$ cat config.mk
export PLATFORM = sky130hd
export DESIGN_NAME = sdram_colgen
export DESIGN_NICKNAME = d
export VERILOG_FILES = /design/src/rtl/sdram_colgen_pkg.sv /design/src/rtl/sdram_colgen_seq.sv /design/src/rtl/sdram_colgen_map.sv /design/src/rtl/sdram_colgen.sv
export SDC_FILE = /design/constraint.sdc
export NUM_CORES = 1
export LEC_CHECK = 0
export BUFFER_PORTS_ARGS = -buffer_cell sky130_fd_sc_hd__buf_2
export CAP_MARGIN = 20
export CORE_ASPECT_RATIO = 1.4
export CORE_MARGIN = 1.5
export CORE_UTILIZATION = 58
export CTS_CLUSTER_SIZE = 40
export DETAILED_ROUTE_END_ITERATION = 16
export PLACE_DENSITY = 0.85
export SETUP_SLACK_MARGIN = 0.15
export SLEW_MARGIN = 20
export SYNTH_ARGS = -nofsm -noshare
export SYNTH_HDL_FRONTEND = slang
export SYNTH_SLANG_ARGS = --single-unit
export TNS_END_PERCENT = 5
$ cat constraint.sdc
create_clock -name clk -period 3.6 [get_ports clk]
set_input_delay 0.36 -clock clk [delete_from_list [all_inputs] [get_ports clk]]
set_output_delay 0.36 -clock clk [all_outputs]
set_load 0.1 [all_outputs]
$ cat src/rtl/sdram_colgen_pkg.sv
package sdram_colgen_pkg;

    parameter int COL_W = 8;

    localparam logic [2:0] LEN_1    = 3'd0;
    localparam logic [2:0] LEN_2    = 3'd1;
    localparam logic [2:0] LEN_4    = 3'd2;
    localparam logic [2:0] LEN_8    = 3'd3;
    localparam logic [2:0] LEN_PAGE = 3'd7;

    typedef struct packed {
        logic [COL_W-1:0] base;
        logic [COL_W-1:0] mask;
        logic             page;
        logic             ilv;
    } burst_cfg_t;

    function automatic logic [COL_W-1:0] wrap_mask(input logic [2:0] code);
        logic [COL_W-1:0] m;
        case (code)
            LEN_2:    m = COL_W'(1);
            LEN_4:    m = COL_W'(3);
            LEN_8:    m = COL_W'(7);
            LEN_PAGE: m = '1;
            default:  m = '0;
        endcase
        return m;
    endfunction

    function automatic burst_cfg_t make_cfg(input logic [COL_W-1:0] col,
                                            input logic [2:0] code,
                                            input logic ilv);
        burst_cfg_t c;
        c.base = col;
        c.mask = wrap_mask(code);
        c.page = (code == LEN_PAGE);
        c.ilv  = ilv && (code != LEN_PAGE);
        return c;
    endfunction

endpackage

$ cat src/rtl/sdram_colgen_seq.sv
module sdram_colgen_seq
    import sdram_colgen_pkg::*;
(
    input  logic             clk,
    input  logic             rst,
    input  logic             start,
    input  logic             stop,
    input  burst_cfg_t       cfg_in,
    output burst_cfg_t       cfg_q,
    output logic [COL_W-1:0] cnt_q,
    output logic             active_q,
    output logic             final_beat
);

    assign final_beat = active_q && !cfg_q.page && (cnt_q == cfg_q.mask);

    always_ff @(posedge clk) begin
        if (rst) begin
            active_q <= 1'b0;
            cnt_q    <= '0;
            cfg_q    <= '0;
        end else if (start) begin
            active_q <= 1'b1;
            cnt_q    <= '0;
            cfg_q    <= cfg_in;
        end else if (stop) begin
            active_q <= 1'b0;
        end else if (active_q) begin
            if (final_beat) active_q <= 1'b0;
            cnt_q <= cnt_q + 1'b1;
        end
    end


    start_loads_chk: assert property (@(posedge clk) disable iff (rst)
        start |=> (active_q && cnt_q == '0));


    stop_ends_chk: assert property (@(posedge clk) disable iff (rst)
        (stop && !start) |=> !active_q);


    last_ends_chk: assert property (@(posedge clk) disable iff (rst)
        (final_beat && !start) |=> !active_q);


    beat_step_chk: assert property (@(posedge clk) disable iff (rst)
        (active_q && !final_beat && !start && !stop)
        |=> (active_q && cnt_q == $past(cnt_q) + 1'b1));


    page_runs_chk: assert property (@(posedge clk) disable iff (rst)
        (active_q && cfg_q.page && !stop) |=> active_q);

endmodule

$ cat src/rtl/sdram_colgen_map.sv
module sdram_colgen_map
    import sdram_colgen_pkg::*;
(
    input  burst_cfg_t       cfg,
    input  logic [COL_W-1:0] cnt,
    output logic [COL_W-1:0] col
);

    logic [COL_W-1:0] seq_sum;
    logic [COL_W-1:0] ilv_xor;

    assign seq_sum = cfg.base + cnt;
    assign ilv_xor = cfg.base ^ cnt;

    for (genvar b = 0; b < COL_W; b++) begin : g_bit
        always_comb begin
            if (!cfg.mask[b])
                col[b] = cfg.base[b];
            else if (cfg.ilv)
                col[b] = ilv_xor[b];
            else
                col[b] = seq_sum[b];
        end
    end

endmodule

$ cat src/rtl/sdram_colgen.sv
module sdram_colgen
    import sdram_colgen_pkg::*;
(
    input  logic             clk,
    input  logic             rst,
    input  logic             start_i,
    input  logic             stop_i,
    input  logic [COL_W-1:0] start_col_i,
    input  logic [2:0]       len_code_i,
    input  logic             interleave_i,
    output logic [COL_W-1:0] col_o,
    output logic             valid_o,
    output logic             last_o
);

    burst_cfg_t       cfg_q;
    logic [COL_W-1:0] cnt_q;
    logic             active_q;
    logic             final_beat;

    sdram_colgen_seq u_seq (
        .clk        (clk),
        .rst        (rst),
        .start      (start_i),
        .stop       (stop_i),
        .cfg_in     (make_cfg(start_col_i, len_code_i, interleave_i)),
        .cfg_q      (cfg_q),
        .cnt_q      (cnt_q),
        .active_q   (active_q),
        .final_beat (final_beat)
    );

    sdram_colgen_map u_map (
        .cfg (cfg_q),
        .cnt (cnt_q),
        .col (col_o)
    );

    assign valid_o = active_q;
    assign last_o  = final_beat;


    first_col_chk: assert property (@(posedge clk) disable iff (rst)
        start_i |=> (valid_o && col_o == $past(start_col_i)));


    upper_hold_chk: assert property (@(posedge clk) disable iff (rst)
        (valid_o && !start_i && !stop_i && !last_o)
        |=> (((col_o ^ $past(col_o)) & ~cfg_q.mask) == '0));


    last_valid_chk: assert property (@(posedge clk) disable iff (rst)
        last_o |-> valid_o);


    idle_stop_chk: assert property (@(posedge clk) disable iff (rst)
        (!valid_o && !start_i) |=> !valid_o);

endmodule

### Word-level counts from Yosys, hierarchy flattened

Index checks and enable logic that the tools add are counted.

| word-level totals | value |
|---|---|
| bits in registers | 27 |
| output and inout port bits | 10 |
| word-level logic and storage cells | 43 |

| operators by class | value |
|---|---|
| add/sub/neg operators | 2 |
| eq/ne operators | 6 |
| mux-type cells | 21 |
| bitwise gates (word level) | 2 |
| reductions and logical operators | 6 |

Operators by type and width:

| cell | number |
|---|---|
| one-hot mux 8 bit (4 select lines) | 1 |
| two-way mux 1 bit | 20 |
| adder 8 x 1 -> 8 bit (second input constant) | 1 |
| adder 8 bit | 1 |
| equality test 8 bit | 1 |
| XOR 8 bit | 1 |
| equality test 3 x 2 -> 1 bit (second input constant) | 2 |
| equality test 3 x 1 -> 1 bit (second input constant) | 1 |
| equality test 3 bit (second input constant) | 1 |
| logical AND 1 bit | 3 |
| != test 3 bit (second input constant) | 1 |
| AND reduction 2 bit | 1 |
| OR reduction 2 bit | 1 |
| zero test 1 bit | 1 |
| inverter 1 bit | 1 |

### Depth between registers and ports, before layout

Gate-level depths: netlist of run 1.

| depth | value |
|---|---|
| depth after elaboration | 7 |
| depth in mapped cells | 8 |
| mapped depth without buffers | 8 |

### By module

A second synthesis of run 1 with hierarchy kept.

| unflattened totals | value |
|---|---|
| cell total of the unflattened synthesis | 178 |
| area, all modules | 1597.8 um^2 |

By module, submodules not included:

| module | times used | cells each | area each (um^2) | seq. area each (um^2) |
|---|---|---|---|---|
| sdram_colgen_seq | 1 | 111 | 1109.8 | 540.5 |
| sdram_colgen_map | 1 | 61 | 442.9 | 0.0 |
| sdram_colgen | 1 | 6 | 45.0 | 0.0 |

### Least setup slack after synthesis of run 1

OpenSTA, ideal clock, no wires.

| timing path | value |
|---|---|
| path kind | reg-to-output |
| start | register u_seq.cnt_q[1] |
| end | output port col_o[7] |
| arrival time | 2.933 ns |
| data required time | 3.240 ns |
| path slack | 0.307 ns |
| cell stages (with the launch flop) | 7 |
| path buffers | 0 |
| cell sequence | dfxtp_1 -> ha_1 -> a211oi_1 -> o32ai_2 -> a31oi_1 -> mux2i_1 -> xor2_1 |

| between the ends | value |
|---|---|
| cells in the longest elaborated chain, start to end | 3 |

RTL lines:

| item | RTL line | source |
|---|---|---|
| start: declaration | sdram_colgen_seq.sv:10 | `output logic [COL_W-1:0] cnt_q,` |
| start signal: assignment | sdram_colgen_seq.sv:30 | `cnt_q <= cnt_q + 1'b1;` |
| adder 8 bit | sdram_colgen_map.sv:12 | `assign seq_sum = cfg.base + cnt;` |
| two-way mux 1 bit | sdram_colgen_map.sv:19 | `else if (cfg.ilv)` |
| two-way mux 1 bit | sdram_colgen_map.sv:17 | `if (!cfg.mask[b])` |
| end: declaration | sdram_colgen.sv:11 | `output logic [COL_W-1:0] col_o,` |

No other way between the ends.

### Final worst setup path of run 1

| timing path | value |
|---|---|
| start | register u_seq.cnt_q[0] |
| end | output port col_o[6] |

The elaborated chain is that of the path after synthesis.

==> results of run 1 <==
==> cells in the final DEF (no fill, tap or decap) <==
master / Yosys / layout
nand2_1: 9 / 9
buf_2: 1 / 25
dfxtp_1: 22 / 22
mux2i_1: 9 / 9
and4_1: 1 / 1
mux2_2: 2 / 2
or2_2: 1 / 1
ha_1: 8 / 8
nor3_1: 2 / 2
clkbuf_4: 0 / 3
xnor2_1: 5 / 5
nand4_1: 1 / 1
nand2b_1: 4 / 4
nor2b_1: 3 / 3
or3_1: 1 / 1
xor2_1: 10 / 10
o32ai_2: 1 / 1
inv_1: 6 / 6
fa_1: 1 / 1
or2b_1: 1 / 1
o21ai_1: 1 / 1
nand3_1: 4 / 4
a31o_2: 1 / 1
o21ai_0: 4 / 4
nor2_1: 27 / 27
o21bai_4: 1 / 1
a211oi_1: 2 / 2
nor4b_1: 1 / 1
a31oi_1: 1 / 1
o211ai_1: 3 / 3
and3_1: 2 / 2
a21oi_1: 13 / 13
==> power by group through the flow <==
stage	combinational (W)	clock, W	sequential (W)
2_1_floorplan	0.000101	0	0.000269
3_3_place_gp	0.000124	0	0.000267
3_5_place_dp	0.000126	0	0.000268
4_1_cts	0.000127	0.000109	0.000263
5_1_grt	0.000134	0.000115	0.000264
6_report	0.000126	0.000105	0.000262
==> worst min-delay path by stage <==
stage | slack [ns] | endpoint | cells past startpoint | start
5_1_grt | 0.29 | u_seq.cfg_q[12]$_SDFFE_PP0P_ | 3 | start_col_i[2]
2_1_floorplan | 0.43 | u_seq.cfg_q[0]$_SDFFE_PP0P_ | 1 | rst
3_5_place_dp | 0.51 | u_seq.cfg_q[3]$_SDFFE_PP0P_ | 2 | u_seq.cfg_q[3]$_SDFFE_PP0P_
3_3_place_gp | 0.50 | u_seq.cfg_q[17]$_SDFFE_PP0P_ | 2 | u_seq.cfg_q[17]$_SDFFE_PP0P_
4_1_cts | 0.29 | u_seq.cfg_q[13]$_SDFFE_PP0P_ | 3 | start_col_i[3]
6_report | 0.30 | u_seq.cfg_q[13]$_SDFFE_PP0P_ | 3 | start_col_i[3]
==> flip-flops by register name, summed over array words and instances, names as in the netlist <==
name and count:
u_seq.cnt_q 8, u_seq.cfg_q 13, u_seq.active_q 1
==> metrics by stage <==
stage | util [%] | worst slack, ns | hold WS, ns
2_1_floorplan | - | 0.307 | 0.429
3_3_place_gp | 66.1 | 1.06 | 0.496
3_5_place_dp | 66.1 | 0.995 | 0.509
4_1_cts | 67.2 | 0.655 | 0.293
5_1_grt | 67.2 | 0.522 | 0.293
6_report | 67.2 | 0.657 | 0.296
==> layer usage <==
metal	vias to the layer above	wire length (µm)	global-route usage, %
met5	-	0	0
met4	0	14	6.49
met3	2	98	1.83
met2	32	1360	42.0
met1	490	1120	26.3
li1	569	-	-
==> cell type report <==
class	instances	share of cell area, %
flip-flops and latches	22	30.5
multi-input cells	119	55.8
inverters	6	1.56
well taps	22	1.90
repair buffers	25	8.66
clock buffers	3	1.56
==> critical path: cells and delay by family (launching register included) <==
family / cells / cell delay, ns
flops: 1 / 0.44
fa+ha+maj: 2 / 0.60
buf+inv: 2 / 0.48
compound gates: 3 / 0.50
simple gates: 2 / 0.27
==> kinds of logic after synthesis <==
| group | count (synthesis) | share of synthesized area, % |
|---|---|---|
| simple gates | 57 | 20.3 |
| compound gates | 27 | 13.6 |
| flops | 22 | 33.7 |
| xor+xnor | 15 | 10.1 |
| buf+inv | 13 | 4.41 |
| mux | 11 | 8.63 |
| fa+ha+maj | 9 | 9.20 |
==> reports/metrics.yaml, run 1 <==
pwr:
  power_density_nw_per_um2: 342
  clock_power_share_pct: 21.3
  finalPower_w: 0.000494
  intPower_w: 0.000325
  peakVddDrop_uv: 240
  p_leak_nw: 0.671
  seq_power_share_pct: 53.1
  p_sw_share_pct: 34.2
  combPwrFrac_pct: 25.6
  switchingPower_w: 0.000169
sta:
  fmax_mhz: 340
  rsz0062_at_grt: "no"
  fin_crit_ns: 2.94
  slew_viol_final: 0
  skew_ns: 0.00344
  hold_viol: 0
  period_share_pct: 81.7
  finalSetupViolations: 0
  worst_pin_slew_ns: 0.490
  setup_tns_ns: 0
  slew-limit-headroom_pct: 67.5
cells_and_area:
  drive_above_1_share_pct: 19.4
  nNetsFinal: 202
  seq_area_um2: 440
  fillers: 203
  multi_input_area_um2: 807
  fin_cells: 197
  synthToLayoutAreaGrowth_pct: 10.7
  postLayoutCellArea_um2: 1450
  n_antenna_cell: 0
yosys:
  syn-num-nets: 179
  syn_inst: 154
  synthArstFlopShare_pct: 0
  syn-cell-area_um2: 1310
  synth_edf_count: 0
  ys_warn_count: 0
  synth_area_per_cell_um2: 8.47
  synth_cell_types: 33
  ys_seq_area_share_pct: 33.7
  synth_most_common_cell: "nor2_1"
  ys.flop_type: "dfxtp_1"
  yosysTopAreaCell: "dfxtp_1"
  synth_top_cell_area_share_pct: 33.7
  synth_common_cells: "nor2_1 (27), dfxtp_1 (22), a21oi_1 (13), xor2_1 (10)"
  synth-seq-cells: 22
  netlist_top_cells_area: "dfxtp_1 (34%), nor2_1 (7.8%), ha_1 (7.7%)"
clock_tree:
  insertion_delay_ns: 0.29
  ctsHoldBuffers: 0
  clkTransAtPathRegs_ns: 0.11
  cts_tree: "yes"
  clock_path_buffers: 2
  cts-root-buf: "clkbuf_4"
  cts_buffers: 3
  cts_setup_buffers: 0
  cts_resized: 0
  clkSinkCount: 22
  htreeDepth: 1
global_routing:
  grt_overflow: 0
  track_usage_pct: 22.3
  grt_max_degree: 21
  grt_pass1_vias: 1007
  grt_pass1_wl_mm: 4.34
  antenna_found_initial: 0
worst_setup_path:
  cp-start-kind: "flop"
  endpoint_kind: "primary output"
  crit_end: "col_o[6]"
  slowest_delay_ns: 0.44
  reg2regPathDepth: 5
  reg2reg_from: "u_seq.active_q$_SDFF_PP0_"
  crit_path_start: "u_seq.cnt_q[0]$_SDFFE_PP0P_"
  path_class: "flop to primary output"
  critPathMaxFanout: 5
  reg2reg_to: "u_seq.cnt_q[7]$_SDFFE_PP0P_"
  slowest_stage: "dfxtp_1"
  regToRegSetupSlack_ns: 2.13
  worst-endpoint-required_ns: 3.24
  cp_data_arrival_time_ns: 2.58
  cp_cell_sequence: "ha_1 -> inv_1 -> fa_1 -> nor2b_1 -> o21ai_1 -> a211oi_1 -> or3_1 -> a31o_2 -> buf_2"
placement:
  io_buffers: 25
  dp_hpwl_mm: 1.98
  place_inst: 194
  gp_congestion: 0.939
  place_area_um2: 1420
floorplan:
  core_area_um2: 2150
  rows: 20
  ios: 26
  die_h_um: 59.1
  start_util_pct: 60.6
  die_w_um: 43.1
  die-area_um2: 2550
drt:
  routed_via_density: 5.55
  wl_mm: 2.60
  avgRoutedWirePerCell_um: 13.2
  first_iter_violations: 36
  vias: 1093
  drcViolationCount: 0
  drt_pass1_iterations: 6
  drtAntennaViolNets: 0
status:
  status: "finished, final reports clean"
worst_hold_path:
  hold_class: "primary input to flop"
job:
  max_cap_violations: 0
Note: power is estimated with default switching activity, not from simulation.
==> inputs of run 2 (changes only) <==
- CORE_UTILIZATION: 58 -> 54
- PLACE_DENSITY: 0.85 -> 0.8
- clock period: 3.6 -> 2.8 ns (I/O delays scaled with it)
==> reports/metrics.yaml, run 2 (synthesized netlist as in run 1, its figures left out) <==
status:
  status: "complete, but fails checks"
  violations: "DRC"
drt:
  routed_via_density: 5.62  # +1.3%
  drtAntennaViolNets: 0  # unchanged
  drcViolationCount: 2  # +2
  first_iter_violations: 56  # +56%
  vias: 1118  # +2.3%
  drt_pass1_iterations: 10  # +4
  avgRoutedWirePerCell_um: 13.1  # -0.47%
  wl_mm: 2.61  # +0.54%
global_routing:
  track_usage_pct: 20.9  # -1.4 points
  grt_overflow: 0  # unchanged
  antenna_found_initial: 0  # unchanged
  grt_pass1_wl_mm: 4.16  # -4.1%
  grt_max_degree: 21  # unchanged
  grt_pass1_vias: 1041  # +3.4%
floorplan:
  start_util_pct: 58.6  # -2.0 points
  die_w_um: 44.5  # +3.4%
  ios: 26  # unchanged
  die_h_um: 61.2  # +3.5%
  rows: 20  # unchanged
  die-area_um2: 2720  # +6.9%
  core_area_um2: 2230  # +3.5%
worst_setup_path:
  reg2reg_from: "u_seq.active_q$_SDFF_PP0_"
  reg2regPathDepth: 5  # unchanged
  slowest_stage: "dfxtp_1"
  regToRegSetupSlack_ns: 1.32  # -0.81 ns
  slowest_delay_ns: 0.35  # -0.09 ns
  endpoint_kind: "primary output"
  critPathMaxFanout: 4  # -1
  worst-endpoint-required_ns: 2.52  # -0.72 ns
  critical-path-top-delay-family: "compound AO/OA/AOI/OAI gates"
  cp_cell_sequence: "ha_1 -> a21oi_1 -> o32ai_2 -> a31oi_1 -> mux2i_1 -> xor2_2 -> buf_12"
  path_class: "flop to primary output"
  reg2reg_to: "u_seq.cnt_q[5]$_SDFFE_PP0P_"
  critPathBufInv: 1  # -1
  cp_data_arrival_time_ns: 2.32  # -0.26 ns
  cp-start-kind: "flop"
clock_tree:
  insertion_delay_ns: 0.30  # about the same
  htreeDepth: 1  # unchanged
  clkSinkCount: 22  # unchanged
  clkTransAtPathRegs_ns: 0.11  # about the same
  clock_path_buffers: 2  # unchanged
  cts_buffers: 3  # unchanged
  cts_tree: "yes"
  cts-root-buf: "clkbuf_4"
sta:
  hold_viol: 0  # unchanged
  fin_crit_ns: 2.60
  slew_viol_final: 0  # unchanged
  rsz0062_at_grt: "yes"
  period_share_pct: 92.8
  finalSetupViolations: 0  # unchanged
  fmax_mhz: 385
  worst_pin_slew_ns: 0.491  # +0.00133 ns
  slew-limit-headroom_pct: 67.5  # -0.088 points
  fin_ws_ns: 0.201  # -0.456 ns
  timing.hold.ws_ns: 0.204  # -0.0925 ns
  skew_ns: 0.00137  # -0.00207 ns
cells_and_area:
  fin_cells: 199  # +1.0%
  fillers: 185  # -8.9%
  drive_above_1_share_pct: 27.1  # +7.7 points
  seq_area_um2: 453  # +2.8%
  final_cell_mix: "nor2_1 (27), buf_2 (22), dfxtp_1 (16)"
  top_regs: "u_seq.cfg_q x13, u_seq.cnt_q x8, u_seq.active_q x1"
  synthToLayoutAreaGrowth_pct: 17.7
  top_register: "u_seq.cfg_q"
  final_common_cell: "nor2_1"
  n_antenna_cell: 0  # unchanged
  multi_input_area_um2: 843  # +4.5%
  nNetsFinal: 204  # +0.99%
  largest_register_ffs: 13  # unchanged
worst_hold_path:
  hold_path.startpoint: "start_col_i[4]"
  hold_end: "u_seq.cfg_q[14]$_SDFFE_PP0P_"
  hold_path_depth: 3  # unchanged
  hold_class: "primary input to flop"
placement:
  dp_hpwl_mm: 2.00  # +1.2%
  gp_congestion: 0.894  # -4.7%
  io_buffers: 25  # unchanged
  dp_slack_ns: 0.261  # -0.734 ns
  place_inst: 194  # unchanged
pwr:
  finalPower_w: 0.000645  # +30%
  p_leak_nw: 0.687  # +2.4%
  peakVddDrop_uv: 340  # +42%
  power_density_nw_per_um2: 420  # +23%
job:
  max_cap_violations: 0  # unchanged
-- run 2: cell count changes in the layout (fill, tap and decap cells not counted), sizes merged --
| cell | previous run | this run |
|---|---|---|
| buf | 25 | 27 |
-- run 2: worst register-to-register path, delay by kind of cell, from the launching register on --
| kind | cells | cell delay (ns) |
|---|---|---|
| xor+xnor | 1 | 0.15 |
| flops | 1 | 0.35 |
| simple gates | 4 | 0.89 |
-- run 2: where the power goes --
part	switching, W	leakage [nW]	internal [W]
logic	0.000121	0.490	0.0000499
clock network	0.0000869	0.0138	0.0000503
registers	0.0000136	0.183	0.000323
total	0.000221	0.687	0.000423
-- run 2: layout make-up --
class | count | share of cell area (%)
Clock buffer | 3 | 1.47
Multi-Input combinational cell | 119 | 54.9
Timing Repair Buffer | 27 | 10.9
Inverter | 6 | 1.47
Tap cell | 22 | 1.79
Sequential cell | 22 | 29.5
-- run 2: worst max path at each step --
stage	slack, ns	startpoint	depth (start not counted)	to
global route	0.11	u_seq.cnt_q[4]$_SDFFE_PP0P_	7	col_o[5]
global placement	0.35	u_seq.cnt_q[0]$_SDFFE_PP0P_	9	col_o[6]
finish	0.20	u_seq.cfg_q[14]$_SDFFE_PP0P_	7	col_o[7]
CTS	0.09	u_seq.cfg_q[11]$_SDFFE_PP0P_	7	col_o[7]
detailed placement	0.26	u_seq.cnt_q[0]$_SDFFE_PP0P_	9	col_o[6]
floorplan	-0.14	u_seq.cnt_q[0]$_SDFFE_PP0P_	6	col_o[2]
-- run 2: per-stage QoR --
step / setup TNS (ns) / area (µm²) / util (%)
after detailed placement: 0 / 1450 / 65.1
final: 0 / 1540 / 69.0
after global placement: 0 / 1450 / 65.1
after floorplan: -0.250 / 1320 / -
after global routing: 0 / 1540 / 69.0
after CTS: 0 / 1490 / 66.9
-- run 2: layer usage --
layer	vias up	routed length (µm)	global-route usage, %
met2	29	1350	38.5
met1	512	1100	23.3
met5	-	0	0
met4	0	78	11.3
met3	7	78	1.76
li1	570	-	-
-- run 2: repair_timing --
| item | in CTS | in global routing |
|---|---|---|
| gates resized for setup | 6 | 11 |
| hold buffers | 0 | 0 |
| setup buffers | 0 | 2 |
| cloned | 0 | 0 |
| endpoints found under the hold margin | 0 | 0 |
| pin swaps | 0 | 5 |
| setup endpoints to repair | 3 | 3 |
==> inputs of run 3 (changes only) <==
- CORE_UTILIZATION: 54 -> 45
- PLACE_DENSITY: 0.8 -> 0.69
==> reports/metrics.yaml, run 3 (synthesized netlist as in run 1, its figures left out) <==
worst_setup_path:
  cp_cell_sequence: "ha_4 -> a211oi_2 -> o32ai_4 -> a31oi_2 -> mux2i_2 -> xor2_2 -> buf_12"
  cp-start-kind: "flop"
  slowest_delay_ns: 0.39  # +0.04 ns
  path_depth: 7  # unchanged
  crit_path_start: "u_seq.cnt_q[1]$_SDFFE_PP0P_"
  critPathBufInv: 1  # unchanged
  path_class: "flop to primary output"
  slowest_stage: "dfxtp_4"
  reg2regPathDepth: 5  # unchanged
  critPathMaxFanout: 5  # +1
  critical-path-top-delay-family: "compound AO/OA/AOI/OAI gates"
  worst-endpoint-required_ns: 2.52  # about the same
  endpoint_kind: "primary output"
  cp_data_arrival_time_ns: 2.35  # +0.03 ns
  reg2reg_from: "u_seq.active_q$_SDFF_PP0_"
floorplan:
  ios: 26  # unchanged
  rows: 22  # +10%
  die_h_um: 66.7  # +9.1%
  die-area_um2: 3240  # +19%
  start_util_pct: 48.4  # -10 points
  core_area_um2: 2700  # +21%
  die_w_um: 48.5  # +8.9%
drt:
  wl_mm: 2.87  # +10%
  avgRoutedWirePerCell_um: 13.4  # +2.3%
  drcViolationCount: 0  # -2
  vias: 1132  # +1.3%
  drt_pass1_iterations: 4  # -6
  drtAntennaViolNets: 0  # unchanged
  first_iter_violations: 18  # -68%
  routed_via_density: 5.29  # -5.8%
sta:
  setup_tns_ns: 0  # unchanged
  fin_crit_ns: 2.63  # +0.0322 ns
  timing.hold.ws_ns: 0.203  # -0.00115 ns
  period_share_pct: 94.0  # +1.2 points
  hold_viol: 0  # unchanged
  worst_pin_slew_ns: 0.496  # +0.00429 ns
  finalSetupViolations: 0  # unchanged
  fin_ws_ns: 0.169  # -0.0322 ns
  fmax_mhz: 380  # -1.2%
  rsz0062_at_grt: "yes"
  slew-limit-headroom_pct: 66.9  # -0.58 points
  skew_ns: 0.00225  # +0.000872 ns
  slew_viol_final: 0  # unchanged
placement:
  dp_slack_ns: 0.291  # +0.0300 ns
  dp_hpwl_mm: 1.99  # -0.65%
  place_area_um2: 1470  # +1.2%
  gp_congestion: 0.873  # -2.4%
  io_buffers: 25  # unchanged
global_routing:
  grt_overflow: 0  # unchanged
  grt_pass1_vias: 1083  # +4.0%
  grt_max_degree: 21  # unchanged
  antenna_found_initial: 0  # unchanged
  track_usage_pct: 18.2  # -2.7 points
  grt_pass1_wl_mm: 4.60  # +10%
clock_tree:
  htreeDepth: 1  # unchanged
  clkSinkCount: 22  # unchanged
  cts_tree: "yes"
  insertion_delay_ns: 0.30  # about the same
  cts-root-buf: "clkbuf_4"
  clkTransAtPathRegs_ns: 0.12  # about the same
  clock_path_buffers: 2  # unchanged
  cts_buffers: 3  # unchanged
cells_and_area:
  nNetsFinal: 205  # +0.49%
  final_cell_mix: "nor2_1 (27), buf_2 (22), dfxtp_1 (16)"
  final_common_cell: "nor2_1"
  drive_above_1_share_pct: 30.3  # +3.2 points
  largest_register_ffs: 13  # unchanged
  postLayoutCellArea_um2: 1610  # +4.6%
  synthToLayoutAreaGrowth_pct: 23.2
  fillers: 263  # +42%
  top_register: "u_seq.cfg_q"
  top_regs: "u_seq.cfg_q x13, u_seq.cnt_q x8, u_seq.active_q x1"
  n_antenna_cell: 0  # unchanged
  post-route-util_pct: 59.6  # -9.4 points
pwr:
  p_leak_nw: 0.681  # -0.84%
  power_density_nw_per_um2: 408  # -2.8%
  peakVddDrop_uv: 291  # -14%
job:
  max_cap_violations: 0  # unchanged
worst_hold_path:
  hold_path_depth: 3  # unchanged
  hold_path.startpoint: "start_col_i[2]"
  hold_class: "primary input to flop"
status:
  status: "finished, final reports clean"
## run 3: timing repair
action,CTS,global route
buffers inserted,0,3
hold buffers,0,0
pin swaps,0,6
endpoints found under the setup margin,3,4
gates resized for setup,5,17
## run 3: path summary, 6_finish.rpt
check                                  to  slack, ns
min reg2reg   u_seq.cfg_q[3]$_SDFFE_PP0P_       0.52
max                              col_o[7]       0.17
min          u_seq.cfg_q[12]$_SDFFE_PP0P_       0.20
max reg2reg   u_seq.cnt_q[7]$_SDFFE_PP0P_       1.25
## run 3: worst min-delay path: stages
cell	delay [ns]
buf_2	0.07
mux2i_1	0.05
nor2_1	0.07
## run 3: routing by layer
layer	up-vias	GRT usage [%]	wire length (µm)
li1	572	-	-
met1	526	20.2	1240
met2	30	34.4	1500
met3	4	2.24	106
met4	0	8.57	31
met5	-	0	0
## run 3: layout make-up
type	instances	area (µm²)	share of cell area, %
clock buffer	3	22.5	1.40
multi-input combinational	119	893	55.6
sequential	22	453	28.2
inverter	6	22.5	1.40
timing repair buffer	28	171	10.7
tap	36	45.0	2.80
## run 3: metrics by stage
stage,std cells,total power [W]
final,214,0.000656
after global placement,208,0.000508
after floorplan,154,0.000477
after global routing,214,0.000682
after CTS,211,0.000654
after detailed placement,208,0.000511
## run 3: where the power goes
group | switching, W | leakage (nW) | internal (W) | total, W
clock network | 0.0000937 | 0.0138 | 0.0000502 | 0.000144
registers | 0.0000144 | 0.183 | 0.000323 | 0.000338
logic | 0.000123 | 0.484 | 0.0000517 | 0.000175
